`config.mk`:
```
export PLATFORM = sky130hd
export DESIGN_NAME = fpu_err_irq_latch
export DESIGN_NICKNAME = d
export VERILOG_FILES = /design/src/rtl/fel_pkg.sv /design/src/rtl/fel_sync.sv /design/src/rtl/fel_ack_decode.sv /design/src/rtl/fel_req_latch.sv /design/src/rtl/fel_ignore_ctl.sv /design/src/rtl/fpu_err_irq_latch.sv
export SDC_FILE = /design/constraint.sdc
export NUM_CORES = 1
export LEC_CHECK = 0
export BUFFER_PORTS_ARGS = -buffer_cell sky130_fd_sc_hd__buf_2
export CORE_AREA = 2 2 39 41
export DETAILED_ROUTE_END_ITERATION = 7
export DIE_AREA = 0 0 41 43
export PLACE_DENSITY = 0.44
export SLEW_MARGIN = 20
export SYNTH_ARGS = -nofsm -noshare
export SYNTH_HDL_FRONTEND = slang
export SYNTH_SLANG_ARGS = --single-unit
export TNS_END_PERCENT = 1
```
`constraint.sdc`:
```
create_clock -name clk -period 2.8 [get_ports clk]
set_clock_uncertainty 0.2 [all_clocks]
set_input_delay 0.14 -clock clk [delete_from_list [all_inputs] [get_ports clk]]
set_output_delay 0.14 -clock clk [all_outputs]
set_load 0.005 [all_outputs]
```
`src/rtl/fel_pkg.sv`:
```
package fel_pkg;
   localparam int unsigned FEL_ADDR_W      = 16;
   localparam int unsigned FEL_ACK_PORT    = 32'h0000_00F0;
   localparam int unsigned FEL_SYNC_STAGES = 2;
endpackage

```
`src/rtl/fel_sync.sv`:
```
module fel_sync #(
   parameter int unsigned STAGES = fel_pkg::FEL_SYNC_STAGES
) (
   input  logic clk,
   input  logic rst_n,
   input  logic err_n_async,
   output logic err_act,
   output logic err_rise
);
   localparam int unsigned LAST = STAGES - 1;

   if (STAGES < 2) begin : g_bad_stages
      $error("fel_sync: STAGES must be at least 2");
   end

   logic [STAGES-1:0] chain;
   logic              act_q;

   for (genvar i = 0; i < STAGES; i++) begin : g_stage
      if (i == 0) begin : g_first
         always_ff @(posedge clk or negedge rst_n)
            if (!rst_n) chain[0] <= 1'b0;
            else        chain[0] <= ~err_n_async;
      end else begin : g_next
         always_ff @(posedge clk or negedge rst_n)
            if (!rst_n) chain[i] <= 1'b0;
            else        chain[i] <= chain[i-1];
      end
   end

   always_ff @(posedge clk or negedge rst_n)
      if (!rst_n) act_q <= 1'b0;
      else        act_q <= chain[LAST];

   assign err_act  = chain[LAST];
   assign err_rise = chain[LAST] & ~act_q;

   p_rise_single_r2: assert property (@(posedge clk) disable iff (!rst_n)
      err_rise |=> !err_rise);
endmodule

```
`src/rtl/fel_ack_decode.sv`:
```
module fel_ack_decode #(
   parameter int unsigned ADDR_W   = fel_pkg::FEL_ADDR_W,
   parameter int unsigned ACK_PORT = fel_pkg::FEL_ACK_PORT
) (
   input  logic              io_wr,
   input  logic              io_rd,
   input  logic [ADDR_W-1:0] io_addr,
   output logic              ack
);
   localparam logic [ADDR_W-1:0] PORT = ADDR_W'(ACK_PORT);

   if (ADDR_W < 8 || ADDR_W > 32) begin : g_bad_width
      $error("fel_ack_decode: ADDR_W out of range");
   end
   if (ACK_PORT >= (64'd1 << ADDR_W)) begin : g_bad_port
      $error("fel_ack_decode: ACK_PORT does not fit ADDR_W");
   end

   assign ack = io_wr & ~io_rd & (io_addr == PORT);

   always_comb
      if (io_rd) p_ack_needs_write_r8: assert (!ack);
endmodule

```
`src/rtl/fel_req_latch.sv`:
```
module fel_req_latch (
   input  logic clk,
   input  logic rst_n,
   input  logic err_rise,
   input  logic ack,
   output logic irq
);
   always_ff @(posedge clk or negedge rst_n)
      if (!rst_n)        irq <= 1'b0;
      else if (err_rise) irq <= 1'b1;
      else if (ack)      irq <= 1'b0;

   p_irq_set_r2: assert property (@(posedge clk) disable iff (!rst_n)
      err_rise |=> irq);
   p_irq_hold_r3: assert property (@(posedge clk) disable iff (!rst_n)
      irq && !ack |=> irq);
   p_irq_clear_r4: assert property (@(posedge clk) disable iff (!rst_n)
      ack && !err_rise |=> !irq);
   p_irq_source_r9: assert property (@(posedge clk) disable iff (!rst_n)
      $rose(irq) |-> $past(err_rise));
endmodule

```
`src/rtl/fel_ignore_ctl.sv`:
```
module fel_ignore_ctl (
   input  logic clk,
   input  logic rst_n,
   input  logic err_act,
   input  logic ack,
   output logic ignore_n
);
   logic ign_q;

   always_ff @(posedge clk or negedge rst_n)
      if (!rst_n)        ign_q <= 1'b0;
      else if (!err_act) ign_q <= 1'b0;
      else if (ack)      ign_q <= 1'b1;

   assign ignore_n = ~ign_q;

   p_ign_set_r5: assert property (@(posedge clk) disable iff (!rst_n)
      ack && err_act |=> !ignore_n);
   p_ign_drop_r6: assert property (@(posedge clk) disable iff (!rst_n)
      !err_act |=> ignore_n);
   p_ign_source_r7: assert property (@(posedge clk) disable iff (!rst_n)
      $fell(ignore_n) |-> $past(ack) && $past(err_act));
endmodule

```
`src/rtl/fpu_err_irq_latch.sv`:
```
module fpu_err_irq_latch #(
   parameter int unsigned ADDR_W      = fel_pkg::FEL_ADDR_W,
   parameter int unsigned ACK_PORT    = fel_pkg::FEL_ACK_PORT,
   parameter int unsigned SYNC_STAGES = fel_pkg::FEL_SYNC_STAGES
) (
   input  logic              clk,
   input  logic              rst_n,
   input  logic              fp_err_n,
   input  logic [ADDR_W-1:0] io_addr,
   input  logic              io_wr,
   input  logic              io_rd,
   output logic              irq,
   output logic              ignore_n
);
   logic err_act, err_rise, ack;

   fel_sync #(.STAGES(SYNC_STAGES)) u_sync (
      .clk(clk), .rst_n(rst_n), .err_n_async(fp_err_n),
      .err_act(err_act), .err_rise(err_rise));

   fel_ack_decode #(.ADDR_W(ADDR_W), .ACK_PORT(ACK_PORT)) u_dec (
      .io_wr(io_wr), .io_rd(io_rd), .io_addr(io_addr), .ack(ack));

   fel_req_latch u_req (
      .clk(clk), .rst_n(rst_n), .err_rise(err_rise), .ack(ack), .irq(irq));

   fel_ignore_ctl u_ign (
      .clk(clk), .rst_n(rst_n), .err_act(err_act), .ack(ack),
      .ignore_n(ignore_n));

   p_reset_state_r1: assert property (@(posedge clk)
      !rst_n |=> (!irq && ignore_n) || rst_n);
   p_no_ack_no_change_r8: assert property (@(posedge clk) disable iff (!rst_n)
      !ack && irq |=> irq);
endmodule

```
Word-level counts from Yosys, hierarchy flattened
Index checks and enable logic that the tools add are counted.
{"block": "classes", "eq_ne": 2, "n_mux": 4, "bitwise_logic": 7, "n_reduce_logical": 1}
{"operator": "$eq A16 B8 Y1 const B", "count": 1}
{"operator": "$mux W1", "count": 4}
{"operator": "$not A1 Y1", "count": 4}
{"operator": "$and A1 B1 Y1", "count": 3}
{"operator": "$ne A2 B2 Y1 const B", "count": 1}
{"operator": "$reduce_bool A2 Y1", "count": 1}
{"block": "totals", "regBits": 5, "in_bits": 21, "output_inout_bits": 2, "word_cells": 19}

Logic depth before layout (Yosys ltp)
{"block": "logic_depth", "depth_word": 5, "depth_mapped": 3, "mapped_depth_nobuf": 3}

Hierarchy
A second synthesis with hierarchy kept.
{"block": "unflattened", "hier_cells": 17, "hier_area_um2": 221.5}
{"mod": "fel_sync", "n_inst": 1, "cells_per_inst": 5, "area_per_inst_um2": 92.6, "seq_area_each_um2": 75.1}
{"mod": "fel_ack_decode", "n_inst": 1, "cells_per_inst": 6, "area_per_inst_um2": 56.3, "seq_area_each_um2": 0.0}
{"mod": "fel_ignore_ctl", "n_inst": 1, "cells_per_inst": 3, "area_per_inst_um2": 36.3, "seq_area_each_um2": 25.0}
{"mod": "fel_req_latch", "n_inst": 1, "cells_per_inst": 3, "area_per_inst_um2": 36.3, "seq_area_each_um2": 25.0}

Worst setup path after synthesis
Ideal clock, no wire load.
{"block": "synth_path", "path_type": "input to register", "start": "in io_addr[8]", "end": "reg u_req.irq", "setup_ns": 0.126, "arrival_time_ns": 1.358, "required_time_ns": 2.474, "setup_slack_ns": 1.116, "cell_stages": 3, "path_buffers": 0, "path_cell_list": "or4_1 > or4_1 > a221o_1"}
{"block": "synth_between", "elab_chain_cells": 3}
{"element": "from (decl)", "line_no": "fpu_err_irq_latch.sv:9", "rtl": "input logic [ADDR_W-1:0] io_addr,"}
{"element": "$eq A16 B8 Y1", "line_no": "fel_ack_decode.sv:19", "rtl": "assign ack = io_wr & ~io_rd & (io_addr == PORT);"}
{"element": "$and A1 B1 Y1", "line_no": "fel_ack_decode.sv:19"}
{"element": "$reduce_bool A2 Y1 (no source line)"}
{"element": "to (signal assigned)", "line_no": "fel_req_latch.sv:9", "rtl": "if (!rst_n) irq <= 1'b0;"}
{"element": "to (signal assigned)", "line_no": "fel_req_latch.sv:10", "rtl": "else if (err_rise) irq <= 1'b1;"}
{"element": "to (signal assigned)", "line_no": "fel_req_latch.sv:11", "rtl": "else if (ack) irq <= 1'b0;"}
{"element": "to (decl)", "line_no": "fel_req_latch.sv:6", "rtl": "output logic irq"}
Every way passes these cells.
A chain may end at the register's enable or synchronous reset.

Final worst setup path
Same ends and word-level chain as after synthesis.

==> results.sh <==
export IMPL_status="finished clean"
export IMPL_grt_pass1_vias=216
export IMPL_timing_final_crit_share=0.563
export IMPL_design_area_um2=380
export IMPL_clock_latency_ns=0.24
export IMPL_post_cts_setup_buffers=0
export IMPL_area_delta_synth_final_pct=86.5
export IMPL_antenna_found_initial=0
export IMPL_cts_sinks=5
export IMPL_clock_fmax_mhz=634
export IMPL_nFillCells=151
export IMPL_setup_worst_path_class="in -> reg"
export IMPL_drc=0
export IMPL_layout_common_cells="22 x buf_2, 5 x dfrtp_1, 3 x inv_1, 3 x clkbuf_4"
export IMPL_maxSlewHeadroom=0.764
export IMPL_ys_seq_area_frac=0.613
export IMPL_htree_levels=1
export IMPL_start_util=0.147
export IMPL_wl_um=510
export IMPL_drive_gt1_frac=0.543
export IMPL_place_area_um2=334
export IMPL_powerDensity_nw_per_um2=465
export IMPL_maxCapViolCount=0
export IMPL_tightest_slew_ns=0.348
export IMPL_setup_viol=0
export IMPL_ant_nets=0
export IMPL_synthCells=18
export IMPL_vias=248
export IMPL_floorplan_die_area_um2=1760
export IMPL_cts_buffers=3
export IMPL_grt_ovfl_total=0
export IMPL_cp_start_kind="primary input"
export IMPL_end_kind="register"
export IMPL_hp_class="in -> reg"
export IMPL_ys_types=11
export IMPL_syn_avg_cell_area_um2=11.3
export IMPL_critPathArrivalTime_ns=1.50
export IMPL_die_h_um=43
export IMPL_num_rows=14
export IMPL_core_um2=1380
export IMPL_final_common_cell="buf_2"
export IMPL_ctsResizeCount=0
export IMPL_num_io_pins=23
export IMPL_dp_cells=56
export IMPL_clkTransAtPathRegs_ns=0.04
export IMPL_leakagePower_uw=0.000184
export IMPL_wl_per_cell_um=8.23
export IMPL_grt_pass1_wl_um=731
export IMPL_cts_tree="yes"
export IMPL_diodes=0
export IMPL_die_x_um=41
export IMPL_yosys_warnings=0
export IMPL_synth_area_um2=204
export IMPL_worst_path_max_fanout=2
export IMPL_fin_nets=68
export IMPL_hold_slack_ns=0.00697
export IMPL_place_congestion=0.640
export IMPL_hold_violations=0
export IMPL_synthesis_nets=39
export IMPL_rsz0062_at_grt="no"
export IMPL_required_ns=2.72
export IMPL_fin_crit_ns=1.58
export IMPL_final_cells=62
export IMPL_ir_worst_vdd_mv=0.123
export IMPL_io_buffers=22
export IMPL_clockRootBuffer="clkbuf_4"
export IMPL_grt_max_degree=6
export IMPL_grt_usage=0.0748
export IMPL_dr_first_iter_drc_count=2
export IMPL_postCtsHoldBufs=2
export IMPL_avgViaCountPerCell=4.00
export IMPL_firstDrtPassIters=3
export IMPL_final_max_slew_viol_count=0
export IMPL_setup_tns_ns=0
export IMPL_power_uw=177
export IMPL_cts_max_path_buffers=2
export IMPL_synth_seq_cells=5
==> worst max-delay path, cell delays in order <==
cell and delay, ns:
buf_2 0.09, or4_1 0.50, or4_1 0.44, a221o_1 0.33
==> through the flow <==
stage / worst slack, ns / util
3_5_place_dp: 0.963 / 0.241
2_1_floorplan: 1.12 / -
5_1_grt: 1.16 / 0.275
3_3_place_gp: 1.00 / 0.241
6_report: 1.22 / 0.275
4_1_cts: 1.22 / 0.275
==> synth_stat cells <==
| library cell | count | area, um^2 |
|---|---|---|
| or4_1 | 2 | 15.0 |
| nor4_1 | 1 | 6.26 |
| nand4_1 | 1 | 6.26 |
| nand2_1 | 1 | 3.75 |
| a21boi_0 | 1 | 7.51 |
| dfrtp_1 | 5 | 125 |
| inv_1 | 3 | 11.3 |
| o21ai_0 | 1 | 5.00 |
| a221o_1 | 1 | 10.0 |
| nor4b_1 | 1 | 8.76 |
| nand3_1 | 1 | 5.00 |
==> registers in the layout (all words and copies together), names as in the netlist <==
signal          count
u_req.irq           1
u_sync.act_q        1
u_sync.err_act      1
u_ign.ign_q         1
u_sync.chain        1
==> cell type report <==
| class | count | area (um^2) | area share |
|---|---|---|---|
| clock buffer | 4 | 26.3 | 0.0691 |
| inverter | 3 | 11.3 | 0.0296 |
| multi-input combinational | 10 | 67.6 | 0.178 |
| sequential | 5 | 125 | 0.329 |
| tap | 16 | 20.0 | 0.0526 |
| timing repair buffer | 24 | 130 | 0.342 |
==> per-layer routing <==
metal  track usage  vias up  part of all wire
met4         0.100        0                 0
met1        0.0592      102              0.39
met5             0        -                 0
met2        0.0906       23              0.39
met3        0.0628        0              0.22
li1              -      123                 -
==> kinds of logic (layout without fill, tap and decap cells) <==
logic type,count (synthesis),after routing,synth area share
compound gates,3,3,0.110
buf+inv,3,31,0.0552
flops,5,5,0.613
simple gates,7,7,0.221
==> power breakdown <==
group          internal, uW  switching, uW
registers              74.7           1.12
clock network          53.9           29.3
logic                  12.5           5.47
total                   141           35.9
==> final timing paths <==
kind / cells past startpoint / to / startpoint / slack, ns
worst max-delay path: 4 / u_req.irq$_DFFE_PN0P_ / io_addr[8] / 1.22
worst min-delay path: 4 / u_ign.ign_q$_DFFE_PN0P_ / io_addr[3] / 0.007
worst max register to register: 2 / u_req.irq$_DFFE_PN0P_ / u_req.irq$_DFFE_PN0P_ / 1.70
worst min register to register: 0 / u_sync.err_act$_DFF_PN0_ / u_sync.chain[0]$_DFF_PN0_ / 0.15
max in group asynchronous: 2 / u_req.irq$_DFFE_PN0P_ / rst_n / 2.20
min in group asynchronous: 2 / u_sync.err_act$_DFF_PN0_ / rst_n / 0.07
Power figures use the tool's default switching activity.
